[config.mk]
export PLATFORM = sky130hd
export DESIGN_NAME = trig_hit_packer
export DESIGN_NICKNAME = d
export VERILOG_FILES = /design/src/rtl/thp_pkg.sv /design/src/rtl/thp_datapath.sv /design/src/rtl/thp_control.sv /design/src/rtl/trig_hit_packer.sv
export SDC_FILE = /design/constraint.sdc
export NUM_CORES = 2
export LEC_CHECK = 0
export ABC_AREA = 1
export BUFFER_PORTS_ARGS = -buffer_cell sky130_fd_sc_hd__buf_2
export CORE_MARGIN = 5
export CORE_UTILIZATION = 25
export CTS_CLUSTER_SIZE = 25
export DETAILED_ROUTE_END_ITERATION = 8
export PLACE_DENSITY = 0.39
export SYNTH_ARGS = -nofsm -noshare
export SYNTH_HDL_FRONTEND = slang
export SYNTH_SLANG_ARGS = --single-unit
[constraint.sdc]
create_clock -name clk -period 9.25 [get_ports clk]
set_input_delay 0.4625 -clock clk [delete_from_list [all_inputs] [get_ports clk]]
set_output_delay 0.4625 -clock clk [all_outputs]
set_load 0.03 [all_outputs]
[src/rtl/thp_pkg.sv]
package thp_pkg;
  localparam int WORD_W = 24;
  localparam int TAG_W  = 8;

  localparam logic [3:0] HDR_MARK = 4'hA;
  localparam logic [3:0] TRL_MARK = 4'hC;

  typedef enum logic [1:0] {
    SEL_HDR = 2'd0,
    SEL_HIT = 2'd1,
    SEL_TRL = 2'd2
  } outSel_e;

  // strobes from the packet control to the datapath
  typedef struct packed {
    logic    snap;    // latch trigger tag, match set, count and flags
    logic    popHit;  // the current hit word has been taken
    outSel_e sel;     // which word drives outData
  } ctrlStrobes_t;

  // status from the datapath back to the control
  typedef struct packed {
    logic hasHits;    // match set not empty
    logic moreAfter;  // hits remain beyond the current one
  } dpStatus_t;
endpackage

[src/rtl/thp_datapath.sv]
module thp_datapath
  import thp_pkg::*;
#(
  parameter int DEPTH  = 64,
  parameter int WINDOW = 64
) (
  input  logic                clk,
  input  logic                rstN,
  input  logic                bcoTick,
  input  logic                hitValid,
  input  logic [WORD_W-1:0]   hitWord,
  input  logic [TAG_W-1:0]    l1Latency,
  input  ctrlStrobes_t        strobes,
  output dpStatus_t           status,
  output logic [TAG_W-1:0]    bcoCount,
  output logic                chipTick,
  output logic [WORD_W-1:0]   outData
);
  localparam int PTR_W = $clog2(DEPTH);

  logic [TAG_W-1:0]  bcoCountQ;
  logic              chipTickQ;
  logic [WORD_W-1:0] slotWord [DEPTH];
  logic [DEPTH-1:0]  slotValid;
  logic [DEPTH-1:0]  liveVec;
  logic [DEPTH-1:0]  matchVec;
  logic [PTR_W-1:0]  wrPtr;
  logic [TAG_W-1:0]  trigTag;
  logic [TAG_W-1:0]  hitAge;
  logic              hitFresh;
  logic              lateEvt;
  logic              overEvt;
  logic              lateFlag;
  logic              overFlag;
  logic              pktLate;
  logic              pktOver;
  logic [DEPTH-1:0]  maskQ;
  logic [PTR_W-1:0]  baseQ;
  logic [PTR_W-1:0]  curSlot;
  logic [7:0]        hitCountQ;
  logic [TAG_W-1:0]  pktTag;

  // beam clock counter and the tick forwarded to the chips
  always_ff @(posedge clk or negedge rstN) begin
    if (!rstN) begin
      bcoCountQ <= '0;
      chipTickQ <= 1'b0;
    end else begin
      chipTickQ <= bcoTick;
      if (bcoTick) bcoCountQ <= bcoCountQ + 1'b1;
    end
  end

  assign bcoCount = bcoCountQ;
  assign chipTick = chipTickQ;
  assign trigTag  = bcoCountQ - l1Latency;

  // age test of the incoming word
  assign hitAge   = bcoCountQ - hitWord[TAG_W-1:0];
  assign hitFresh = hitValid && (int'(hitAge) < WINDOW);
  assign lateEvt  = hitValid && !hitFresh;

  // per-slot liveness and tag match
  for (genvar gi = 0; gi < DEPTH; gi++) begin : g_slot
    logic [TAG_W-1:0] slotAge;
    assign slotAge      = bcoCountQ - slotWord[gi][TAG_W-1:0];
    assign liveVec[gi]  = slotValid[gi] && (int'(slotAge) < WINDOW);
    assign matchVec[gi] = liveVec[gi] && (slotWord[gi][TAG_W-1:0] == trigTag);
  end

  assign overEvt = hitFresh && liveVec[wrPtr];

  always_ff @(posedge clk) begin
    if (hitFresh) slotWord[wrPtr] <= hitWord;
  end

  always_ff @(posedge clk or negedge rstN) begin
    if (!rstN) begin
      slotValid <= '0;
      wrPtr     <= '0;
    end else begin
      slotValid <= liveVec;
      if (hitFresh) begin
        slotValid[wrPtr] <= 1'b1;
        wrPtr            <= wrPtr + 1'b1;
      end
    end
  end

  // sticky flags; handed to the packet at trigger time
  always_ff @(posedge clk or negedge rstN) begin
    if (!rstN) begin
      lateFlag <= 1'b0;
      overFlag <= 1'b0;
      pktLate  <= 1'b0;
      pktOver  <= 1'b0;
    end else begin
      lateFlag <= (strobes.snap ? 1'b0 : lateFlag) | lateEvt;
      overFlag <= (strobes.snap ? 1'b0 : overFlag) | overEvt;
      if (strobes.snap) begin
        pktLate <= lateFlag | lateEvt;
        pktOver <= overFlag | overEvt;
      end
    end
  end

  // match set snapshot, drained one hit per accepted word
  always_ff @(posedge clk or negedge rstN) begin
    if (!rstN) begin
      maskQ     <= '0;
      baseQ     <= '0;
      hitCountQ <= '0;
      pktTag    <= '0;
    end else if (strobes.snap) begin
      maskQ     <= matchVec;
      baseQ     <= wrPtr;
      hitCountQ <= 8'($countones(matchVec));
      pktTag    <= trigTag;
    end else if (strobes.popHit) begin
      maskQ[curSlot] <= 1'b0;
    end
  end

  // oldest-first pick: lowest offset from the oldest slot wins
  always_comb begin
    curSlot = baseQ;
    for (int k = DEPTH - 1; k >= 0; k--) begin
      if (maskQ[baseQ + PTR_W'(k)]) curSlot = baseQ + PTR_W'(k);
    end
  end

  assign status.hasHits   = |maskQ;
  assign status.moreAfter = |(maskQ & ~(DEPTH'(1) << curSlot));

  always_comb begin
    unique case (strobes.sel)
      SEL_HDR: outData = {HDR_MARK, 4'h0, hitCountQ, pktTag};
      SEL_HIT: outData = slotWord[curSlot];
      default: outData = {TRL_MARK, 10'd0, pktLate, pktOver, pktTag};
    endcase
  end

  // forwarded tick comes with a counter step
  a_r2_fwd_tick: assert property (@(posedge clk) disable iff (!rstN)
    chipTick |-> (bcoCount == $past(bcoCount) + 8'd1));

  // a stale hit raises the late flag
  a_r8_late_flag: assert property (@(posedge clk) disable iff (!rstN)
    hitValid && (int'(hitAge) >= WINDOW) |=> lateFlag);

  // writing over a live slot raises the overwrite flag
  a_r10_overwrite: assert property (@(posedge clk) disable iff (!rstN)
    hitValid && (int'(hitAge) < WINDOW) && liveVec[wrPtr] |=> overFlag);

  // no matched hit is left when the trailer goes out
  a_r4_drained: assert property (@(posedge clk) disable iff (!rstN)
    (strobes.sel == SEL_TRL) |-> (maskQ == '0));
endmodule

[src/rtl/thp_control.sv]
module thp_control
  import thp_pkg::*;
(
  input  logic         clk,
  input  logic         rstN,
  input  logic         l1Accept,
  input  logic         outReady,
  input  dpStatus_t    status,
  output ctrlStrobes_t strobes,
  output logic         outValid,
  output logic         outLast
);
  typedef enum logic [1:0] {ST_IDLE, ST_HDR, ST_BODY, ST_TRL} state_e;

  state_e state;

  always_ff @(posedge clk or negedge rstN) begin
    if (!rstN) begin
      state <= ST_IDLE;
    end else begin
      unique case (state)
        ST_IDLE: if (l1Accept) state <= ST_HDR;
        ST_HDR:  if (outReady) state <= status.hasHits ? ST_BODY : ST_TRL;
        ST_BODY: if (outReady && !status.moreAfter) state <= ST_TRL;
        default: if (outReady) state <= ST_IDLE;
      endcase
    end
  end

  always_comb begin
    strobes.snap   = (state == ST_IDLE) && l1Accept;
    strobes.popHit = (state == ST_BODY) && outReady;
    unique case (state)
      ST_HDR:  strobes.sel = SEL_HDR;
      ST_BODY: strobes.sel = SEL_HIT;
      default: strobes.sel = SEL_TRL;
    endcase
  end

  assign outValid = (state != ST_IDLE);
  assign outLast  = (state == ST_TRL);

  // an accept during a stalled packet does not disturb it
  a_r11_no_restart: assert property (@(posedge clk) disable iff (!rstN)
    (state != ST_IDLE) && l1Accept && !outReady |=> $stable(state));
endmodule

[src/rtl/trig_hit_packer.sv]
module trig_hit_packer
  import thp_pkg::*;
#(
  parameter int DEPTH  = 64,
  parameter int WINDOW = 64
) (
  input  logic        clk,
  input  logic        rstN,
  input  logic        bcoTick,
  input  logic        hitValid,
  input  logic [23:0] hitWord,
  input  logic        l1Accept,
  input  logic [7:0]  l1Latency,
  input  logic        outReady,
  output logic        outValid,
  output logic [23:0] outData,
  output logic        outLast,
  output logic [7:0]  bcoCount,
  output logic        chipTick
);
  ctrlStrobes_t strobes;
  dpStatus_t    status;

  thp_datapath #(.DEPTH(DEPTH), .WINDOW(WINDOW)) u_datapath (
    .clk      (clk),
    .rstN     (rstN),
    .bcoTick  (bcoTick),
    .hitValid (hitValid),
    .hitWord  (hitWord),
    .l1Latency(l1Latency),
    .strobes  (strobes),
    .status   (status),
    .bcoCount (bcoCount),
    .chipTick (chipTick),
    .outData  (outData)
  );

  thp_control u_control (
    .clk     (clk),
    .rstN    (rstN),
    .l1Accept(l1Accept),
    .outReady(outReady),
    .status  (status),
    .strobes (strobes),
    .outValid(outValid),
    .outLast (outLast)
  );

  // a stalled word stays offered
  a_r12_hold: assert property (@(posedge clk) disable iff (!rstN)
    outValid && !outReady |=> outValid && $stable(outLast));

  // the last marker only comes with a valid word
  a_r6_last_valid: assert property (@(posedge clk) disable iff (!rstN)
    outLast |-> outValid);
endmodule

==> run metrics <==
Cell Count, Final, Fillers Out 16.8k; Num CTS Buffers 205; RSZ-0062 raised after global routing yes; Hold Vio Cnt, Final 0; initial detailed-routing violation count 7,840; CP Class flip-flop to output pin; FMAX 99.4 MHz; DR vias 85.6k; largest net degree at the start of global routing slightly above 70; status finished, violations left; Synth Flop Type edfxtp_1; CTS sink cnt 1,706; Post-Synthesis Cells 10.0k; Hold Path End u_datapath.slotWord[35][3]; Final Net Count approximately 12k; die area 0.397 sq mm; Chip Height 630 um; layout cells sized above 1 0.279; syn_area_per_cell 9.58 sq um; row count ~230; Final Cycle Share 1.09; Syn Std Cell Area 0.0961 sq mm; clk_lat worst skew 0.92 ns; FF+latch count, synth 1,706; Fin Clk Skew 0.0651 ns; max-cap viol count 0; min Tclk post-route about 10 ns; CTS clock-pin slew for the worst setup and hold paths 0.07 ns; input/output buffers 72; DRC 0; Via density 5.11; CP required 8.79 ns; most frequent CP cell nand2_1; post-DR wirelength/cell 28.5 um; vias in the first global route 83.8k; Final setup viols 24; Worst Setup Start Kind flip-flop; R2R Path Start u_datapath.baseQ[1]; CTS tree done; GP Congestion 0.960; H-Tree Depth 4; Async S/R FF share, synth 0.0996; initial core utilization 0.251; dpl hpwl 335,000 um; Hold Crit Start hitWord[3]; CP max stage cell o32ai_4; routed wire length 478,000 um; global route total overflow 0; placed cells 16.1k; Reg2Reg Capture Point u_control.state[0]; Hold WS 0.0434 ns; Worst Hold Class primary input to flip-flop; P&R area growth vs syn 35.6%; reg2reg path depth 85; Max-slew headroom 0.111; worst-margin pin slew 1.33 ns; Clock Root Buffer clkbuf_16; Synth cell types 65; Top-Level Pins 73; crit path DAT about 9.6 ns; worst-case clock buffer depth 4; most frequent cells in the layout nand2_1, edfxtp_1, buf_4; Synth Net Count roughly 11k; post-synthesis sequential area ratio 0.524; DRT Pass-1 Iters 8; CP max FO 10; EDFF count, synth 1,536; Worst Hold Depth 1; gr usage total 0.228; initial antenna violation count 19; Final Worst Setup Slack -0.813 ns; commonest non-fill, non-tap cell in the layout nand2_1; R2R Setup Slk between 0.2 and 0.3 ns; Max stage delay on crit path approximately 0.54 ns; failing checks setup timing; Die W between 600 and 700 um; total number of yosys warnings 0; core area 0.383 sq mm; dpl ws -0.767 ns; Detail Route Antenna Nets 0; Slew Limit Fails 0; first-pass GRT wire length 655,000 um; CP Capture Type output pin
sequential cells by signal (all words and copies together), names as in the netlist, 6 cells and up:
| name | count |
|---|---|
| u_datapath.pktTag | 8 |
| u_datapath.wrPtr | 6 |
| u_datapath.bcoCount | 8 |
| u_datapath.maskQ | 64 |
| u_datapath.hitCountQ | 7 |
| u_datapath.slotWord | 1536 |
| u_datapath.baseQ | 6 |
| u_datapath.slotValid | 64 |
worst max-delay path, delay by kind of cell (launching register included):
| family | cells | cell delay [ns] |
|---|---|---|
| AOI/OAI and AO/OA | 3 | 0.71 |
| xor gates and xnor gates | 1 | 0.31 |
| adders and majority gates | 1 | 0.15 |
| buffers and inverters | 25 | 3.49 |
| DFF | 1 | 0.45 |
| and+or+nand+nor | 49 | 3.47 |
final cells by class:
class                      instances  area, sq um
sequential                      1706        50400
clock inverter                   102          906
timing repair buffer            1802        17500
tap                             5038         6300
multi-input combinational       6895        46000
timing repair inverter             3         33.8
clock buffer                     260         5510
antenna                            7         17.5
inverter                         949         3700
fill                           38800       253000
logic make-up after synthesis:
| kind of cell | Yosys count | share of synthesized area |
|---|---|---|
| AOI/OAI and AO/OA | 2035 | 0.131 |
| adders and majority gates | 526 | 0.0732 |
| xor gates and xnor gates | 316 | 0.0292 |
| and+or+nand+nor | 3993 | 0.180 |
| DFF | 1706 | 0.524 |
| muxes | 23 | 0.00239 |
| buffers and inverters | 1435 | 0.0596 |
synth_stat cells, drive strengths merged, types with 61 or more instances:
master / n / area, sq um
xor2: 257 / 2280
ha: 465 / 5820
o22ai: 332 / 2080
nor2: 659 / 2510
nand4: 141 / 882
inv: 932 / 3500
o21ai: 499 / 2500
clkbuf: 254 / 953
nand2: 2195 / 8320
o211ai: 124 / 931
fa: 61 / 1220
a2111oi: 66 / 578
o2111ai: 102 / 893
a21oi: 550 / 2780
nor4: 135 / 845
nand3: 477 / 2400
edfxtp: 1536 / 46100
dfrtp: 170 / 4250
or2: 194 / 1210
nor3: 87 / 435
buf: 232 / 1210
timing repair:
action / CTS / global route
resized for setup: 832 / 772
hold endpoints to repair: 74 / 0
setup endpoints to repair: 30 / 36
gates cloned: 30 / 12
setup buffers: 156 / 156
pin swaps: 179 / 278
hold buffers: 5 / 0
layer usage:
metal  track usage  up-vias  wire, um
met5             0        -        28
met4        0.0793        4     21100
met3        0.0262      757     26600
met2         0.375     3092    221000
met1         0.309    43100    209000
li1              -    38600         -
worst max-delay path by stage:
stage	cells after the start	start	end
floorplan	36	u_datapath.bcoCount[5]	u_datapath.hitCountQ[5]
global placement	79	u_datapath.baseQ[1]	outData[2]
detailed placement	80	u_datapath.baseQ[1]	outData[8]
CTS	91	u_datapath.baseQ[1]	outData[14]
global route	100	u_datapath.baseQ[0]	outData[12]
finish	79	u_datapath.baseQ[1]	outData[0]
through the flow:
| stage | util | TNS (ns) | cell area, sq um |
|---|---|---|---|
| after floorplan | - | 0 | 96200 |
| after global placement | 0.297 | -26.35 | 114000 |
| after detailed placement | 0.297 | -15.13 | 114000 |
| after CTS | 0.328 | -15.06 | 126000 |
| after global routing | 0.340 | -30.27 | 130000 |
| final | 0.340 | -15.96 | 130000 |
Power is not shown: default switching activity piles up to over one toggle a cycle in this logic, so the estimate is an artifact.
